File: src/rtl/pg_pkg.sv
package pg_pkg;
  localparam int AL_W  = 4;
  localparam int WL_W  = 4;
  localparam int TWR_W = 5;
  localparam int WR_W  = 5;
  localparam int TRP_W = 4;

  typedef enum logic [2:0] {
    OP_NOP  = 3'd0,
    OP_RD   = 3'd1,
    OP_RDA  = 3'd2,
    OP_WR   = 3'd3,
    OP_WRA  = 3'd4,
    OP_PRE  = 3'd5,
    OP_PREA = 3'd6
  } pg_op_e;

  typedef struct packed {
    logic [AL_W-1:0]  al;
    logic [WL_W-1:0]  wl;
    logic             bl8;
    logic [TWR_W-1:0] twr;
    logic [WR_W-1:0]  wr;
    logic [TRP_W-1:0] trp;
  } pg_cfg_t;

  // time to cycles, always rounded up
  function automatic int unsigned ceil_div(int unsigned num, int unsigned den);
    return (num + den - 1) / den;
  endfunction
endpackage

File: src/rtl/pg_delay_calc.sv
module pg_delay_calc
  import pg_pkg::*;
#(
  parameter int CNT_W   = 7,
  parameter int RTP_EFF = 3
) (
  input  pg_cfg_t          cfg,
  input  pg_op_e           op,
  output logic             is_acc,
  output logic [CNT_W-1:0] dly_m1
);
  logic [CNT_W-1:0] half_bl;
  logic [CNT_W-1:0] rd_m1, wr_m1, wra_m1;

  always_comb begin
    half_bl = cfg.bl8 ? CNT_W'(4) : CNT_W'(2);
    // one cycle is taken off because the counter reaches zero in the allowed cycle
    rd_m1   = CNT_W'(cfg.al) + half_bl + CNT_W'(RTP_EFF) - CNT_W'(3);
    wr_m1   = CNT_W'(cfg.wl) + half_bl + CNT_W'(cfg.twr) - CNT_W'(1);
    wra_m1  = CNT_W'(cfg.wl) + half_bl + CNT_W'(cfg.wr) - CNT_W'(1);
    is_acc  = 1'b1;
    unique case (op)
      OP_RD, OP_RDA: dly_m1 = rd_m1;
      OP_WR:         dly_m1 = wr_m1;
      OP_WRA:        dly_m1 = wra_m1;
      default: begin
        dly_m1 = '0;
        is_acc = 1'b0;
      end
    endcase
  end
endmodule

File: src/rtl/pg_bank_timer.sv
module pg_bank_timer #(
  parameter int CNT_W = 7,
  parameter int TRP_W = 4
) (
  input  logic             clk,
  input  logic             rst_n,
  input  logic             acc_hit,
  input  logic [CNT_W-1:0] dly_m1,
  input  logic             pre_hit,
  input  logic [TRP_W-1:0] trp,
  output logic             pre_ok,
  output logic             rp_busy
);
  logic [CNT_W-1:0] cnt_q, cnt_d, cnt_dec;
  logic [TRP_W-1:0] rp_q, rp_d;
  logic             cnt_en, rp_en;

  always_comb begin
    cnt_dec = (cnt_q != '0) ? cnt_q - CNT_W'(1) : '0;
    cnt_d   = cnt_dec;
    if (acc_hit && (dly_m1 > cnt_dec)) cnt_d = dly_m1;
    cnt_en  = acc_hit || (cnt_q != '0);

    if (pre_hit) rp_d = (trp != '0) ? trp - TRP_W'(1) : '0;
    else         rp_d = rp_q - TRP_W'(1);
    rp_en = pre_hit || (rp_q != '0);
  end

  always_ff @(posedge clk or negedge rst_n) begin
    if (!rst_n) begin
      cnt_q <= '0;
      rp_q  <= '0;
    end else begin
      if (cnt_en) cnt_q <= cnt_d;
      if (rp_en)  rp_q  <= rp_d;
    end
  end

  assign pre_ok  = (cnt_q == '0);
  assign rp_busy = (rp_q != '0);

  p_count_down_r1: assert property (@(posedge clk) disable iff (!rst_n)
    (!acc_hit && cnt_q != '0) |=> (cnt_q == $past(cnt_q) - CNT_W'(1)));
  p_no_shorten_r5: assert property (@(posedge clk) disable iff (!rst_n)
    (acc_hit && cnt_q > CNT_W'(1)) |=> (cnt_q >= $past(cnt_q) - CNT_W'(1)));
  p_rp_restart_r9: assert property (@(posedge clk) disable iff (!rst_n)
    pre_hit |=> (rp_busy == ($past(trp) > TRP_W'(1))));
  p_rp_tail_r9: assert property (@(posedge clk) disable iff (!rst_n)
    (!pre_hit && rp_q != '0) |=> (rp_q == $past(rp_q) - TRP_W'(1)));
endmodule

File: src/rtl/pg_viol_pick.sv
module pg_viol_pick #(
  parameter int NB = 8,
  localparam int BW = $clog2(NB)
) (
  input  logic [NB-1:0] early,
  output logic          any,
  output logic [BW-1:0] idx
);
  always_comb begin
    any = 1'b0;
    idx = '0;
    for (int i = NB - 1; i >= 0; i--) begin
      if (early[i]) begin
        any = 1'b1;
        idx = BW'(i);
      end
    end
  end
endmodule

File: src/rtl/ddr2_pre_guard.sv
module ddr2_pre_guard
  import pg_pkg::*;
#(
  parameter int NUM_BANKS = 8,
  parameter int CNT_W     = 7,
  parameter int TRTP_PS   = 7500,
  parameter int TCK_PS    = 3000,
  localparam int BANK_W   = $clog2(NUM_BANKS),
  localparam int RTP_CYC  = int'(ceil_div(TRTP_PS, TCK_PS)),
  localparam int RTP_EFF  = (RTP_CYC < 2) ? 2 : RTP_CYC
) (
  input  logic                 clk,
  input  logic                 rst_n,
  input  logic                 cmd_valid,
  input  logic [2:0]           cmd_op,
  input  logic [BANK_W-1:0]    cmd_bank,
  input  logic [AL_W-1:0]      cfg_al,
  input  logic [WL_W-1:0]      cfg_wl,
  input  logic                 cfg_bl8,
  input  logic [TWR_W-1:0]     cfg_twr,
  input  logic [WR_W-1:0]      cfg_wr,
  input  logic [TRP_W-1:0]     cfg_trp,
  output logic [NUM_BANKS-1:0] pre_ok,
  output logic [NUM_BANKS-1:0] rp_busy,
  output logic                 viol_valid,
  output logic [BANK_W-1:0]    viol_bank
);
  pg_cfg_t cfg_q, cfg_d;
  pg_op_e  op;
  logic    is_acc, early_any;
  logic [CNT_W-1:0]     dly_m1;
  logic [NUM_BANKS-1:0] acc_hit, pre_hit, early;
  logic [BANK_W-1:0]    early_idx;

  assign op    = pg_op_e'(cmd_op);
  assign cfg_d = '{al: cfg_al, wl: cfg_wl, bl8: cfg_bl8, twr: cfg_twr,
                   wr: cfg_wr, trp: cfg_trp};

  // configuration is taken only while the command stream is idle
  always_ff @(posedge clk or negedge rst_n) begin
    if (!rst_n)          cfg_q <= '0;
    else if (!cmd_valid) cfg_q <= cfg_d;
  end

  pg_delay_calc #(.CNT_W(CNT_W), .RTP_EFF(RTP_EFF)) u_calc (
    .cfg(cfg_q), .op(op), .is_acc(is_acc), .dly_m1(dly_m1));

  for (genvar b = 0; b < NUM_BANKS; b++) begin : g_bank
    assign acc_hit[b] = cmd_valid && is_acc && (cmd_bank == BANK_W'(b));
    assign pre_hit[b] = cmd_valid && ((op == OP_PREA) ||
                        ((op == OP_PRE) && (cmd_bank == BANK_W'(b))));
    pg_bank_timer #(.CNT_W(CNT_W), .TRP_W(TRP_W)) u_timer (
      .clk(clk), .rst_n(rst_n), .acc_hit(acc_hit[b]), .dly_m1(dly_m1),
      .pre_hit(pre_hit[b]), .trp(cfg_q.trp),
      .pre_ok(pre_ok[b]), .rp_busy(rp_busy[b]));
  end

  assign early = pre_hit & ~pre_ok;

  pg_viol_pick #(.NB(NUM_BANKS)) u_pick (
    .early(early), .any(early_any), .idx(early_idx));

  always_ff @(posedge clk or negedge rst_n) begin
    if (!rst_n) begin
      viol_valid <= 1'b0;
      viol_bank  <= '0;
    end else begin
      viol_valid <= early_any;
      if (early_any) viol_bank <= early_idx;
    end
  end

  p_cfg_hold_r10: assert property (@(posedge clk) disable iff (!rst_n)
    cmd_valid |=> $stable(cfg_q));
  p_viol_cause_r7: assert property (@(posedge clk) disable iff (!rst_n)
    viol_valid |-> $past(cmd_valid && (op == OP_PRE || op == OP_PREA)));
  p_viol_locked_r7: assert property (@(posedge clk) disable iff (!rst_n)
    viol_valid |-> (($past(pre_ok) >> viol_bank) & NUM_BANKS'(1)) == '0);
  p_viol_lowest_r8: assert property (@(posedge clk) disable iff (!rst_n)
    viol_valid |-> ($past(early) & ((NUM_BANKS'(1) << viol_bank) - NUM_BANKS'(1))) == '0);
  p_pre_no_lock_r6: assert property (@(posedge clk) disable iff (!rst_n)
    (cmd_valid && !is_acc && pre_ok == '1) |=> pre_ok == '1);
endmodule

File: config.mk
export PLATFORM = sky130hd
export DESIGN_NAME = ddr2_pre_guard
export DESIGN_NICKNAME = d
export VERILOG_FILES = /design/src/rtl/pg_pkg.sv /design/src/rtl/pg_delay_calc.sv /design/src/rtl/pg_bank_timer.sv /design/src/rtl/pg_viol_pick.sv /design/src/rtl/ddr2_pre_guard.sv
export SDC_FILE = /design/constraint.sdc
export NUM_CORES = 1
export LEC_CHECK = 0
export CAP_MARGIN = 25
export CORE_MARGIN = 3
export CORE_UTILIZATION = 48
export DETAILED_ROUTE_END_ITERATION = 7
export HOLD_SLACK_MARGIN = 0.03
export MAX_ROUTING_LAYER = met4
export PLACE_DENSITY = 0.69
export SYNTH_ARGS = -nofsm -noshare
export SYNTH_HDL_FRONTEND = slang
export SYNTH_SLANG_ARGS = --single-unit
File: constraint.sdc
create_clock -name clk -period 4.5 [get_ports clk]
set_input_delay 0.675 -clock clk [delete_from_list [all_inputs] [get_ports clk]]
set_output_delay 0.675 -clock clk [all_outputs]
set_load 0.02 [all_outputs]
# Word-level counts from Yosys, hierarchy flattened
# Index checks and enable logic that the tools add are counted.
[word_totals]
input_bits = 32
reg_bits = 115
output_inout_bits = 20
elab_cells = 201
[op_classes]
eq_ne = 13
n_reduce_logical = 85
n_bitwise = 2
n_addsub = 25
n_mux = 44
order_cmp = 8
[ops]
columns = ["op", "count"]
rows = [
  ["$mux 7", 16],
  ["$sub 7x1->7 const B", 10],
  ["$gt 7x7->1", 8],
  ["$logic_not 7->1", 8],
  ["$reduce_bool 7->1", 8],
  ["$mux 4", 9],
  ["$reduce_bool 4->1", 9],
  ["$sub 4x1->4 const B", 9],
  ["$logic_and 1x1->1", 33],
  ["$mux 3", 9],
  ["$logic_or 1x1->1", 24],
  ["$eq 3x3->1 const B", 7],
  ["$pmux 7 s3", 1],
  ["$add 4x7->7", 2],
  ["$add 7x5->7", 2],
  ["$eq 3x2->1 const B", 4],
  ["$mux 1", 9],
  ["$and 8x8->8", 1],
  ["$not 8->8", 1],
  ["$add 7x2->7 const B", 1],
  ["$sub 7x2->7 const B", 1],
  ["$eq 3x1->1 const B", 2],
  ["$reduce_or 4->1", 1],
  ["$logic_not 3->1", 1],
  ["$reduce_or 2->1", 1],
]

# Depth between registers and ports, before layout
[logic_depth]
depth_word = 13
depth_mapped = 23
mapped_depth_nobuf = 22

# Hierarchy
# Synthesis repeated with hierarchy kept, for this count alone.
[hier_totals]
cells_unflattened = 1010
hier_area_um2 = 9516.6
[by_module_without_submodules]
columns = ["module", "cells_per_inst", "seq_area_each_um2", "instances", "area_each_um2"]
rows = [
  ["pg_bank_timer", 98, 275.3, 8, 903.4],
  ["ddr2_pre_guard", 108, 675.6, 1, 1397.6],
  ["pg_delay_calc", 105, 0.0, 1, 812.0],
  ["pg_viol_pick", 13, 0.0, 1, 80.1],
]

# Least setup slack after synthesis
# Ideal clock, no wire load.
[synth_timing]
kind = "reg2reg"
start = "register cfg_q[14] (netlist bit)"
end = "register g_bank[7].u_timer.cnt_q[0]"
path_stages_with_launch = 17
setup_ns = 0.125
t_required_ns = 4.375
n_path_buf = 0
arrival_ns = 4.618
slack_ns = -0.242
period_less_slack_ns = 4.742
path_cell_list = "dfrtp_1 -> inv_1 -> ha_1 -> inv_1 -> fa_1 -> ha_1 -> fa_1 -> xnor2_1 -> a222oi_1 -> inv_1 -> ha_1 -> a21oi_1 -> o21ai_0 -> o22ai_1 -> a221oi_1 -> o21ai_2 -> mux2_2"
[synth_via]
elab_chain_cells = 8
elab_cells_between_ends = 13
cone_classes = "add/sub (8); order compare (1); mux (3); reduce/logical (1)"
[synth_lines]
columns = ["item", "line", "rtl"]
rows = [
  ["start: declaration", "ddr2_pre_guard.sv:28", "pg_cfg_t cfg_q, cfg_d;"],
  ["start signal: assignment", "ddr2_pre_guard.sv:42", "else if (!cmd_valid) cfg_q <= cfg_d;"],
  ["$mux 3 (*)", "pg_delay_calc.sv:16", "half_bl = cfg.bl8 ? CNT_W'(4) : CNT_W'(2);"],
  ["$add 4x7->7 (on tied branches)", "pg_delay_calc.sv:19, pg_delay_calc.sv:20, pg_delay_calc.sv:18", ""],
  ["$add 7x5->7, or another cell as far along", "pg_delay_calc.sv:20", "wra_m1 = CNT_W'(cfg.wl) + half_bl + CNT_W'(cfg.wr) - CNT_W'(1);"],
  ["$sub 7x1->7, or another cell as far along", "pg_delay_calc.sv:20", ""],
  ["$pmux 7 s3 (*)", "pg_delay_calc.sv:22", "unique case (op)"],
  ["$gt 7x7->1 (*)", "pg_bank_timer.sv:21", "if (acc_hit && (dly_m1 > cnt_dec)) cnt_d = dly_m1;"],
  ["$logic_and 1x1->1 (*)", "pg_bank_timer.sv:21", ""],
  ["$mux 7 (*)", "pg_bank_timer.sv:21", ""],
  ["end signal: assignment", "pg_bank_timer.sv:34", "if (cnt_en) cnt_q <= cnt_d;"],
  ["end: declaration", "pg_bank_timer.sv:14", "logic [CNT_W-1:0] cnt_q, cnt_d, cnt_dec;"],
]
# Every way passes the cells marked *; elsewhere a longest branch is shown, timed or not.
# A chain may end at the register's enable or synchronous reset.

# Worst setup path after layout
[layout_timing]
start = "register cfg_q[14] (netlist bit)"
end = "register g_bank[1].u_timer.cnt_q[2]"
[layout_via]
elab_chain_cells = 8
elab_cells_between_ends = 13
cone_classes = "add/sub (8); order compare (1); mux (3); reduce/logical (1)"
[layout_lines]
columns = ["item", "line"]
rows = [
  ["$mux 3 (*)", "pg_delay_calc.sv:16"],
  ["$add 4x7->7 (on tied branches)", "pg_delay_calc.sv:19, pg_delay_calc.sv:20, pg_delay_calc.sv:18"],
  ["$add 7x5->7, or another cell as far along", "pg_delay_calc.sv:20"],
  ["$sub 7x1->7, or another cell as far along", "pg_delay_calc.sv:20"],
  ["$pmux 7 s3 (*)", "pg_delay_calc.sv:22"],
  ["$gt 7x7->1", "pg_bank_timer.sv:21"],
  ["$logic_and 1x1->1", "pg_bank_timer.sv:21"],
  ["$mux 7 (*)", "pg_bank_timer.sv:21"],
  ["end signal: assignment", "pg_bank_timer.sv:34"],
  ["end: declaration", "pg_bank_timer.sv:14"],
]
# Marks and branches as above.

==> summary.txt <==
Run status
  – Status: finished clean

Die
  – Die X: 142 microns
  – Site Rows: 49
  – Die H: 142 microns
  – Die Area: 20100 sq um
  – Initial Utilization: 0.491
  – Total core area: 18000 sq um
  – Num ports: 52

Setup path
  – Slowest CP cell: fa_2
  – R2R Path End: g_bank[1].u_timer.cnt_q[2]$_DFFE_PN0P_
  – Required @ worst endpoint: 4.85 ns
  – Reg2reg start: cfg_q[14]$_DFFE_PN0N_
  – CP Max Fanout: 6
  – Top delay family on crit path: adder cells
  – R2R Setup Slk: 0.18 ns
  – Worst path max stage delay: 0.59 ns
  – Critical path data arrival time: 4.66 ns
  – CP Class: reg -> reg
  – Worst r2r path cells: 19
  – Endpoint class of the critical path: flop
  – CP startpoint kind: flop
  – Worst path most repeated cell: ha_4
  – Crit-path cells: inv_2 -> ha_4 -> inv_2 -> fa_2 -> ha_4 -> fa_2 -> xnor2_2 -> a222oi_1 -> buf_4 -> clkinv_8 -> ha_4 -> nand2_2 -> o21bai_4 -> a21oi_2 -> nor2_1 -> o32a_1 -> o31ai_4 -> buf_6 -> mux2i_1
  – Worst path bufs/invs: 5

Global routing
  – GRT overflow: 0
  – Vias in the first global route: 7042
  – First-pass GRT wire length: 34800 microns
  – Total Routing Usage GR: 0.222
  – Antenna violations before repair: 0
  – Largest net degree at the start of global routing: 61

Clocking
  – CTS tree: built
  – Hold-fix buffers at CTS: 0
  – CTS Sinks: 115
  – Clock Tree Buf Depth: 2
  – H-tree Lvls: 4
  – Clk Tree Root Cell: clkbuf_16
  – Worst skew pair latency: 0.43 ns
  – Clock buffer count from CTS: 17
  – Clock-pin slew on the worst setup and hold paths: 0.06 ns

Finish
  – Nets: 1195
  – Antenna diodes: 0
  – Layout cells sized above 1: 0.160
  – Layout Cells excl Fill: 1306
  – Area growth syn-to-layout: 20.0%
  – Filler cells: 1557

Timing
  – Clk_skew: 0.00964 ns
  – Worst-Margin Slew: 0.824 ns
  – Final-report hold violation count: 0
  – Max-slew violation count: 0
  – Slew HR: 0.451
  – Min Tclk post-route: 4.32 ns
  – Hold Slack: 0.314 ns
  – Fmax: 0.232 GHz
  – Setup_tns: 0 ns
  – Final worst slack: 0.183 ns
  – Finish-stage setup viols: 0
  – Final Cycle Share: 0.959

Synth
  – Synth area leaders: dfrtp_1 33%, ha_1 13%, mux2i_1 6.1%
  – Post-synthesis sequential area ratio: 0.325
  – Synthesized cell area: 8850 sq um
  – FF+latch count, synth: 115
  – Synth Instances: 987
  – Post-synthesis cell type count: 75
  – Synthesized area per cell: 8.97 sq um
  – Synth top area share: 0.325
  – Yosys top cell by area: dfrtp_1
  – Synth Flop Type: dfrtp_1
  – Post-synth EDFFs: 0
  – Asr flop ratio synth: 1.00
  – Yosys Warn Count: 0
  – Syn nets: 1117

Placed design
  – I/O Buffers: 51
  – Place WS: -0.0209 ns
  – Cell Count Post-Placement: 1259
  – Dpl hpwl: 15600 microns
  – Gpl congestion: 0.859

Routing
  – Met2 wire len: 10300 microns
  – Metal-1 WL: 10000 microns
  – # DRC: 0
  – Max Used Layer: met4
  – Final ANT Viol Nets: 0
  – Drt wl/cell: 16.6 microns
  – Iter 0 DRT Violations: 424
  – Drt total wl: 21600 microns
  – TritonRoute pass-1 iters: 5
  – Via/cell ratio: 5.61
  – Total number of vias: 7327
  – Met3 wire len: 729 microns

Power
  – Total power draw: 6.17 mW
  – VDD IR max: 0.000301 V
  – Power per cell area: 581 nW/um^2
  – Leakage: 5.06 nW

Hold path
  – HP Class: in -> async

Flow run
  – Max_cap viols: 0
==> placed cells by master, fill, tap and decap left out, drive strengths merged, types with 6 or more instances in the layout <==
cell / instances
a21o: 8
a21oi: 74
a22oi: 6
buf: 45
clkbuf: 19
clkdlybuf4s50: 50
clkinv: 8
dfrtp: 115
ha: 94
inv: 93
mux2: 26
mux2i: 54
nand2: 86
nand2b: 16
nand3: 18
nand3b: 6
nand4: 9
nor2: 86
nor2b: 12
nor3: 26
nor3b: 8
o211ai: 13
o21ai: 47
o22ai: 6
o31ai: 10
or2: 9
or3: 10
xnor2: 20
xor2: 29
==> per-layer routing <==
metal / global-route usage / vias up
met5: - / -
met4: 0.0747 / 0
met3: 0.0334 / 47
met2: 0.358 / 154
met1: 0.287 / 3528
li1: - / 3598
==> synth_stat cells, drive strengths merged (6+ instances only) <==
cell,n
dfrtp,115
ha,94
inv,94
nand2,86
nor2,86
a21oi,74
mux2i,54
o21ai,47
xor2,29
mux2,26
nor3,26
buf,25
xnor2,20
nand3,18
nand2b,16
o211ai,13
nor2b,12
clkbuf,11
o31ai,10
or3,10
nand4,9
or2,9
a21o,8
nor3b,8
a22oi,6
nand3b,6
o22ai,6
==> stage by stage <==
| step | util | instance area, sq um |
|---|---|---|
| after floorplan | - | 8910 |
| after detailed placement | 0.540 | 9730 |
| after CTS | 0.572 | 10300 |
| after global placement | 0.540 | 9730 |
| final | 0.589 | 10600 |
| after global routing | 0.589 | 10600 |
==> kinds of logic after synthesis <==
| logic type | Yosys count | synth area share |
|---|---|---|
| buffers and inverters | 131 | 0.0656 |
| AO/OA/AOI/OAI | 206 | 0.154 |
| XOR/XNOR | 49 | 0.0485 |
| AND/OR/NAND/NOR | 307 | 0.170 |
| flip-flops | 115 | 0.325 |
| adder cells (fa/ha/maj) | 99 | 0.143 |
| multiplexers | 80 | 0.0941 |
==> area by class of cell <==
cell class	instances	area, sq um	share of cell area
clock buffers	19	433	0.0408
clock inverters	12	113	0.0106
flip-flops and latches	115	2880	0.271
multi-input cells	741	5670	0.533
well taps	229	287	0.0270
inverters	95	377	0.0355
repair buffers	95	870	0.0819
==> what timing repair did <==
item	CTS	global route
setup buffers	3	12
gates resized for setup	4	46
endpoints found under the setup margin	11	48
gates cloned	0	1
pin swaps	1	19
==> flip-flops by register name (all words and copies together), names as in the netlist <==
register and count:
cfg_q 23, g_bank.u_timer.cnt_q 56, g_bank.u_timer.rp_q 32, viol_bank 3
viol_valid 1
==> power breakdown <==
group	total [mW]	switching [mW]	internal, mW
combinational	3.15	1.72	1.43
sequential	1.75	0.316	1.44
clock	1.27	0.516	0.754
==> worst max path at each step <==
stage,start,endpoint,slack (ns),cells past startpoint
detailed placement,cfg_q[14]$_DFFE_PN0N_,g_bank[5].u_timer.cnt_q[1]$_DFFE_PN0P_,-0.02,22
CTS,cfg_q[14]$_DFFE_PN0N_,g_bank[1].u_timer.cnt_q[0]$_DFFE_PN0P_,0.02,23
global placement,cfg_q[14]$_DFFE_PN0N_,g_bank[5].u_timer.cnt_q[1]$_DFFE_PN0P_,0.05,22
floorplan,cfg_q[14]$_DFFE_PN0N_,g_bank[7].u_timer.cnt_q[0]$_DFFE_PN0P_,0.03,16
global route,cfg_q[14]$_DFFE_PN0N_,g_bank[1].u_timer.cnt_q[1]$_DFFE_PN0P_,-0.07,19
finish,cfg_q[14]$_DFFE_PN0N_,g_bank[1].u_timer.cnt_q[2]$_DFFE_PN0P_,0.18,19
Power figures use the tool's default switching activity.
